<file path="config.mk">
export PLATFORM = sky130hd
export DESIGN_NAME = gpio_irq_bank
export DESIGN_NICKNAME = d
export VERILOG_FILES = /design/src/rtl/gpio_irq_pkg.sv /design/src/rtl/irq_cmd_decode.sv /design/src/rtl/irq_edge_detect.sv /design/src/rtl/irq_pin_state.sv /design/src/rtl/gpio_irq_bank.sv
export SDC_FILE = /design/constraint.sdc
export NUM_CORES = 1
export LEC_CHECK = 0
export BUFFER_PORTS_ARGS = -buffer_cell sky130_fd_sc_hd__buf_4
export CELL_PAD_IN_SITES_DETAIL_PLACEMENT = 0
export CELL_PAD_IN_SITES_GLOBAL_PLACEMENT = 1
export CORE_MARGIN = 2
export CORE_UTILIZATION = 25
export DETAILED_ROUTE_END_ITERATION = 16
export HOLD_SLACK_MARGIN = 0.12
export PLACE_DENSITY_LB_ADDON = 0.1
export RECOVER_POWER = 100
export SYNTH_ARGS = -nofsm -noshare
export SYNTH_HDL_FRONTEND = slang
export SYNTH_SLANG_ARGS = --single-unit
</file>
<file path="constraint.sdc">
create_clock -name clk -period 0.8 [get_ports clk]
set_input_delay 0.12 -clock clk [delete_from_list [all_inputs] [get_ports clk]]
set_output_delay 0.12 -clock clk [all_outputs]
set_load 0.1 [all_outputs]
</file>
<file path="src/rtl/gpio_irq_pkg.sv">
package gpio_irq_pkg;

    // Write command strobes. The packed order matches wr_cmd_i bit positions:
    // bit 0 status clear, bit 1 status set, bit 2 enable clear, bit 3 enable set.
    typedef struct packed {
        logic en_set;
        logic en_clr;
        logic st_set;
        logic st_clr;
    } irq_cmd_t;

    localparam int CMD_W = $bits(irq_cmd_t);

    typedef struct packed {
        logic status;
        logic enable;
    } irq_state_t;

    typedef struct packed {
        logic prev_lvl;
    } det_state_t;

endpackage

</file>
<file path="src/rtl/irq_cmd_decode.sv">
module irq_cmd_decode
    import gpio_irq_pkg::*;
#(
    parameter int NUM_PINS = 8,
    parameter int PIN_W    = 3
) (
    input  logic                           wr_en_i,
    input  logic [PIN_W-1:0]               wr_pin_i,
    input  logic [CMD_W-1:0]               wr_cmd_i,
    output irq_cmd_t [NUM_PINS-1:0]        cmd_o
);

    // Route the strobes of one write to the addressed pin only.
    always_comb begin
        for (int p = 0; p < NUM_PINS; p++) begin
            cmd_o[p] = '0;
            if (wr_en_i && (wr_pin_i == PIN_W'(p))) begin
                cmd_o[p] = irq_cmd_t'(wr_cmd_i);
            end
        end
    end

endmodule

</file>
<file path="src/rtl/irq_edge_detect.sv">
module irq_edge_detect
    import gpio_irq_pkg::*;
(
    input  logic clk,
    input  logic rst_n,
    input  logic lvl_i,
    input  logic det_en_i,
    input  logic edge_mode_i,
    output logic evt_o
);

    det_state_t det_d, det_q;

    // History tracks the pin every cycle, even with detection off.
    always_comb begin
        det_d          = det_q;
        det_d.prev_lvl = lvl_i;
        if (!det_en_i) begin
            evt_o = 1'b0;
        end else if (edge_mode_i) begin
            evt_o = lvl_i & ~det_q.prev_lvl;
        end else begin
            evt_o = lvl_i;
        end
    end

    always_ff @(posedge clk) begin
        if (!rst_n) begin
            det_q <= '0;
        end else begin
            det_q <= det_d;
        end
    end

    // no event while detection is off
    a_r3_quiet_when_off: assert property (@(posedge clk) disable iff (!rst_n)
        !det_en_i |-> !evt_o);

endmodule

</file>
<file path="src/rtl/irq_pin_state.sv">
module irq_pin_state
    import gpio_irq_pkg::*;
(
    input  logic     clk,
    input  logic     rst_n,
    input  logic     evt_i,
    input  irq_cmd_t cmd_i,
    output logic     status_o,
    output logic     enable_o,
    output logic     irq_o
);

    irq_state_t st_d, st_q;

    // Status: clear first, then set or detection overrides it.
    // Enable: set first, then clear overrides it.
    always_comb begin
        st_d = st_q;
        if (cmd_i.st_clr) begin
            st_d.status = 1'b0;
        end
        if (cmd_i.st_set || evt_i) begin
            st_d.status = 1'b1;
        end
        if (cmd_i.en_set) begin
            st_d.enable = 1'b1;
        end
        if (cmd_i.en_clr) begin
            st_d.enable = 1'b0;
        end
    end

    always_ff @(posedge clk) begin
        if (!rst_n) begin
            st_q <= '0;
        end else begin
            st_q <= st_d;
        end
    end

    assign status_o = st_q.status;
    assign enable_o = st_q.enable;
    assign irq_o    = st_q.status & st_q.enable;

    // a forced set always lands
    a_r4_force_sets: assert property (@(posedge clk) disable iff (!rst_n)
        cmd_i.st_set |=> status_o);

    // a clear without a competing set empties the status
    a_r5_ack_clears: assert property (@(posedge clk) disable iff (!rst_n)
        (cmd_i.st_clr && !cmd_i.st_set && !evt_i) |=> !status_o);

    // detection wins over a clear in the same cycle
    a_r5_event_wins: assert property (@(posedge clk) disable iff (!rst_n)
        (evt_i && cmd_i.st_clr) |=> status_o);

    // pending status is sticky until cleared
    a_r1_sticky: assert property (@(posedge clk) disable iff (!rst_n)
        (status_o && !cmd_i.st_clr) |=> status_o);

    // enable clear wins over enable set
    a_r6_en_clear: assert property (@(posedge clk) disable iff (!rst_n)
        cmd_i.en_clr |=> !enable_o);

    // lone enable set takes effect
    a_r6_en_set: assert property (@(posedge clk) disable iff (!rst_n)
        (cmd_i.en_set && !cmd_i.en_clr) |=> enable_o);

    // enable holds without a command
    a_r6_en_hold: assert property (@(posedge clk) disable iff (!rst_n)
        (!cmd_i.en_set && !cmd_i.en_clr) |=> $stable(enable_o));

endmodule

</file>
<file path="src/rtl/gpio_irq_bank.sv">
module gpio_irq_bank
    import gpio_irq_pkg::*;
#(
    parameter int NUM_PINS = 8,
    localparam int PIN_W   = (NUM_PINS > 1) ? $clog2(NUM_PINS) : 1
) (
    input  logic                clk,
    input  logic                rst_n,
    input  logic [NUM_PINS-1:0] pin_lvl_i,
    input  logic [NUM_PINS-1:0] det_en_i,
    input  logic [NUM_PINS-1:0] edge_mode_i,
    input  logic                wr_en_i,
    input  logic [PIN_W-1:0]    wr_pin_i,
    input  logic [CMD_W-1:0]    wr_cmd_i,
    output logic [NUM_PINS-1:0] status_o,
    output logic [NUM_PINS-1:0] enable_o,
    output logic [NUM_PINS-1:0] irq_o
);

    irq_cmd_t [NUM_PINS-1:0] pin_cmd;
    logic     [NUM_PINS-1:0] pin_evt;
    logic     [NUM_PINS-1:0] pin_hit;

    irq_cmd_decode #(
        .NUM_PINS (NUM_PINS),
        .PIN_W    (PIN_W)
    ) u_decode (
        .wr_en_i  (wr_en_i),
        .wr_pin_i (wr_pin_i),
        .wr_cmd_i (wr_cmd_i),
        .cmd_o    (pin_cmd)
    );

    for (genvar p = 0; p < NUM_PINS; p++) begin : g_pin
        irq_edge_detect u_det (
            .clk         (clk),
            .rst_n       (rst_n),
            .lvl_i       (pin_lvl_i[p]),
            .det_en_i    (det_en_i[p]),
            .edge_mode_i (edge_mode_i[p]),
            .evt_o       (pin_evt[p])
        );

        irq_pin_state u_state (
            .clk      (clk),
            .rst_n    (rst_n),
            .evt_i    (pin_evt[p]),
            .cmd_i    (pin_cmd[p]),
            .status_o (status_o[p]),
            .enable_o (enable_o[p]),
            .irq_o    (irq_o[p])
        );

        assign pin_hit[p] = |pin_cmd[p];
    end

    // one write reaches at most one pin
    a_r9_single_target: assert property (@(posedge clk) disable iff (!rst_n)
        $onehot0(pin_hit));

    // a request never appears on a masked pin
    a_r8_masked_quiet: assert property (@(posedge clk) disable iff (!rst_n)
        (irq_o & ~enable_o) == '0);

endmodule

</file>
==> flow_summary_export.csv <==
group,metric,value,unit
finish,syn_to_final_growth,85.63,%
critical_path,worst_r2r_path_depth,4,
pwr,leakagePower,0.9307,nW
synthesis,postSynthAreaPerCell,9.679,µm²
synthesis,synth_seq_cells,24,
synthesis,synth_cells,125,
critical_path,ff2ff_setup_slack,-50,ps
timing,worst_pin_slew,322.9,ps
synthesis,synth.yosys.seq_area_share,39.71,%
critical_path,startpoint_type_of_the_worst_setup_path,"flip-flop",
synthesis,synthesis.nets,159,
critical_path,critical_path_arrival,950,ps
pwr,totalPowerFinal,2.953,mW
worst_hold_path,min-delay-path-class,"input pin to flip-flop",
synthesis,synth_enable_flop_cells,0,
finish,ff_latch_area,521.8,µm²
cts,cts.reportedPaths.clkPinSlew,80,ps
timing,final.setup.tns,-5359,ps
grt,globalRouteOverflowTotal,0,
synthesis,synth-adder-area-share,0,%
routing,detail_route.wl_per_cell,13.97,µm
cts,htree_levels,1,
placement,final_weighted_congestion_of_routability_driven_global_placement,0.6360,
die,placement_rows,25,
cts,clock_tree.root_cell,"clkbuf_8",
die,die_width,73.57,µm
cts,tritoncts,"yes",
routing,routed_wl,3.340,mm
worst_hold_path,whs_endpoint,"g_pin[6].u_state.status_o",
synthesis,netlist_area,0.001210,mm²
job,drv.max_cap_violation_count,0,
synthesis,post-synth-top-area-fraction,39.71,%
finish,drive_above_1_share,62.70,%
critical_path,worst-path-max-fanout,3,
grt,grt_pass1_vias,1092,
timing,clock-skew-final,0.4140,ps
routing,detail_route.drc_violations,0,
finish,final_core_utilization,47.87,%
finish,layout.cell_area.non_filler,0.002246,mm²
timing,fin_crit_sh,133.7,%
timing,slew_headroom,78.45,%
die,design.core.area,0.004692,mm²
synthesis,synthDominantAreaCellType,"dfxtp_1",
routing,detail_route.vias_per_cell,4.644,
cts,numCtsBuffers,3,
placement,portBuffers,57,
critical_path,reg2reg_from,"g_pin[3].u_state.enable_o",
placement,hpwlAfterDp,2.356,mm
synthesis,synth_area_in_xor_xnor,0,%
synthesis,postSynth.asyncResetShare,0,%
critical_path,path_class,"flip-flop to output pin",
synthesis,commonest_cells_in_the_netlist,"24 x buf_4, 24 x dfxtp_1, 16 x and2_1",
synthesis,yosysWarnings,0,
routing,drt_pre_antenna_iters,4,
finish,nets,221,
outcome,failed_checks,"negative setup slack",
timing,hold_viol_final,0,
die,boundaryPins,58,
outcome,outcome,"finished, violations left",
routing,ant_nets_after_route,0,
critical_path,reg2reg_to,"g_pin[3].u_state.enable_o",
cts,clkLatencyLatePin,260,ps
worst_hold_path,timing.hold.worst_path_depth,2,
synthesis,netlist_top_cells_area,"dfxtp_1 40%, buf_4 15%, and2_1 8.3%",
die,die_height,73.57,µm
grt,grt_util_all_layers,12.72,%
timing,fmax,934.7,MHz
placement,post_dp_cell_area,0.001593,mm²
finish,diodes_inserted,0,
critical_path,endpoint_kind,"output pin",
die,starting_density_of_the_core,25.79,%
finish,layout.cells.non_filler,239,
synthesis,ys.flop_type,"dfxtp_1",
timing,final_period_minus_worst_setup_slack,1070,ps
cts,post_cts_hold_buffer_count,9,
synthesis,synth_compound_gate_area_share,24.82,%
grt,grt_first_pass_wirelength,5.202,mm
worst_hold_path,hold_start,"rst_n",
synthesis,post_synth_mux_area_share,0,%
timing,hold_slack,112.6,ps
routing,drt-initial-drc-count,34,
routing,detailroute.via_count,1110,
placement,place.detailed.instances,219,
pwr,pd_cells,1315,mW/mm²
synthesis,dominant_combinational_cell_family_by_area_after_synthesis,"compound AO/OA/AOI/OAI gates",
cts,cts_max_path_buffers,2,
critical_path,required_time_reported_for_the_critical_path_endpoint,680,ps
pwr,ir_drop,0.8227,mV
finish,multiInputGateArea,605.6,µm²
timing,postLayoutSetupSlackWorst,-269.9,ps
grt,antenna_violations_before_repair,0,
timing,rsz0062_at_grt,"yes",
timing,setup-violations-final,37,
synthesis,post_synth_and_or_nand_nor_area_fraction,19.03,%
placement,pre_cts_slack,-220.4,ps
synthesis,synthDistinctLibCells,17,
die,die_area,0.005412,mm²
finish,fillerInstances,454,
cts,cts_num_sinks,24,
grt,maximum_number_of_pins_on_one_net_before_global_route_repair,13,
timing,finalMaxSlewViolations,0,
==> layer usage <==
layer  global-route usage (%)  part of all wire, %  up-vias
li1                         -                    -      549
met1                    14.52                   40      523
met2                    23.41                   54       36
met3                    3.292                  5.2        2
met4                    3.030                 0.60        0
met5                        0                    0        -
==> layout by cell type, fill, tap and decap left out <==
| master | synthesis | final |
|---|---|---|
| a21oi_1 | 8 | 4 |
| buf_4 | 24 | 33 |
| nand2_2 | 0 | 1 |
| a21oi_2 | 0 | 1 |
| a21boi_1 | 3 | 4 |
| inv_1 | 1 | 1 |
| clkbuf_4 | 0 | 6 |
| clkbuf_8 | 0 | 3 |
| dfxtp_4 | 0 | 7 |
| and4bb_1 | 3 | 3 |
| o21a_1 | 8 | 8 |
| dlygate4sd3_1 | 0 | 8 |
| and2_1 | 16 | 6 |
| dfxtp_2 | 0 | 12 |
| buf_6 | 0 | 14 |
| and2_0 | 0 | 2 |
| buf_8 | 0 | 1 |
| a21boi_0 | 5 | 4 |
| buf_12 | 0 | 23 |
| and2_4 | 0 | 8 |
| a211oi_2 | 0 | 3 |
| nor4b_4 | 1 | 1 |
| dfxtp_1 | 24 | 5 |
| a32o_1 | 8 | 8 |
| and4b_1 | 3 | 3 |
| and4_1 | 1 | 1 |
| a211oi_1 | 8 | 5 |
| nand2_1 | 8 | 7 |
| a21oi_4 | 0 | 3 |
==> cell type report <==
type,count,share of cell area (%)
repair buffers,85,44.79
multi-input cells,72,26.96
flip-flops and latches,24,23.23
well taps,54,3.008
clock buffers,3,1.838
inverters,1,0.1671
==> timing repair <==
item | CTS | global route
gates resized for setup | 97 | 36
setup buffers | 6 | 6
pin swaps | 8 | 7
cloned | 0 | 0
hold endpoints to repair | 18 | 1
setup endpoints to repair | 32 | 40
==> worst max-delay path by stage <==
| stage | endpoint | start | cells after the start | slack [ps] |
|---|---|---|---|---|
| final | irq_o[1] | g_pin[1].u_state.status_o | 2 | -270 |
| after global routing | irq_o[7] | g_pin[7].u_state.status_o | 2 | -300 |
| after CTS | irq_o[0] | g_pin[0].u_state.enable_o | 2 | -270 |
| after detailed placement | g_pin[0].u_state.enable_o | wr_pin_i[2] | 4 | -220 |
| after global placement | g_pin[4].u_state.status_o | wr_pin_i[0] | 4 | -200 |
| after floorplan | g_pin[0].u_state.status_o | g_pin[0].u_det.det_q | 3 | -20 |
==> cells by family (layout without fill, tap and decap cells) <==
family / after synthesis / in the layout
AOI/OAI and AO/OA: 40 / 40
buffers and inverters: 29 / 89
DFF: 24 / 24
and+or+nand+nor: 32 / 32
==> state kept, by name (all words and copies together), names as in the netlist <==
| register | flops |
|---|---|
| g_pin.u_state.status_o | 8 |
| g_pin.u_state.enable_o | 8 |
| g_pin.u_det.det_q | 8 |
==> report_power, final <==
group          switching, mW  internal [mW]
clock                  0.375          0.337
combinational          0.507          0.440
sequential            0.0433           1.25
total                  0.926           2.03
==> critical path, stage by stage (launching register included) <==
cell and delay [ps]:
dfxtp_4 370, and2_4 150, buf_12 160
(Power assumes the default switching activity.)
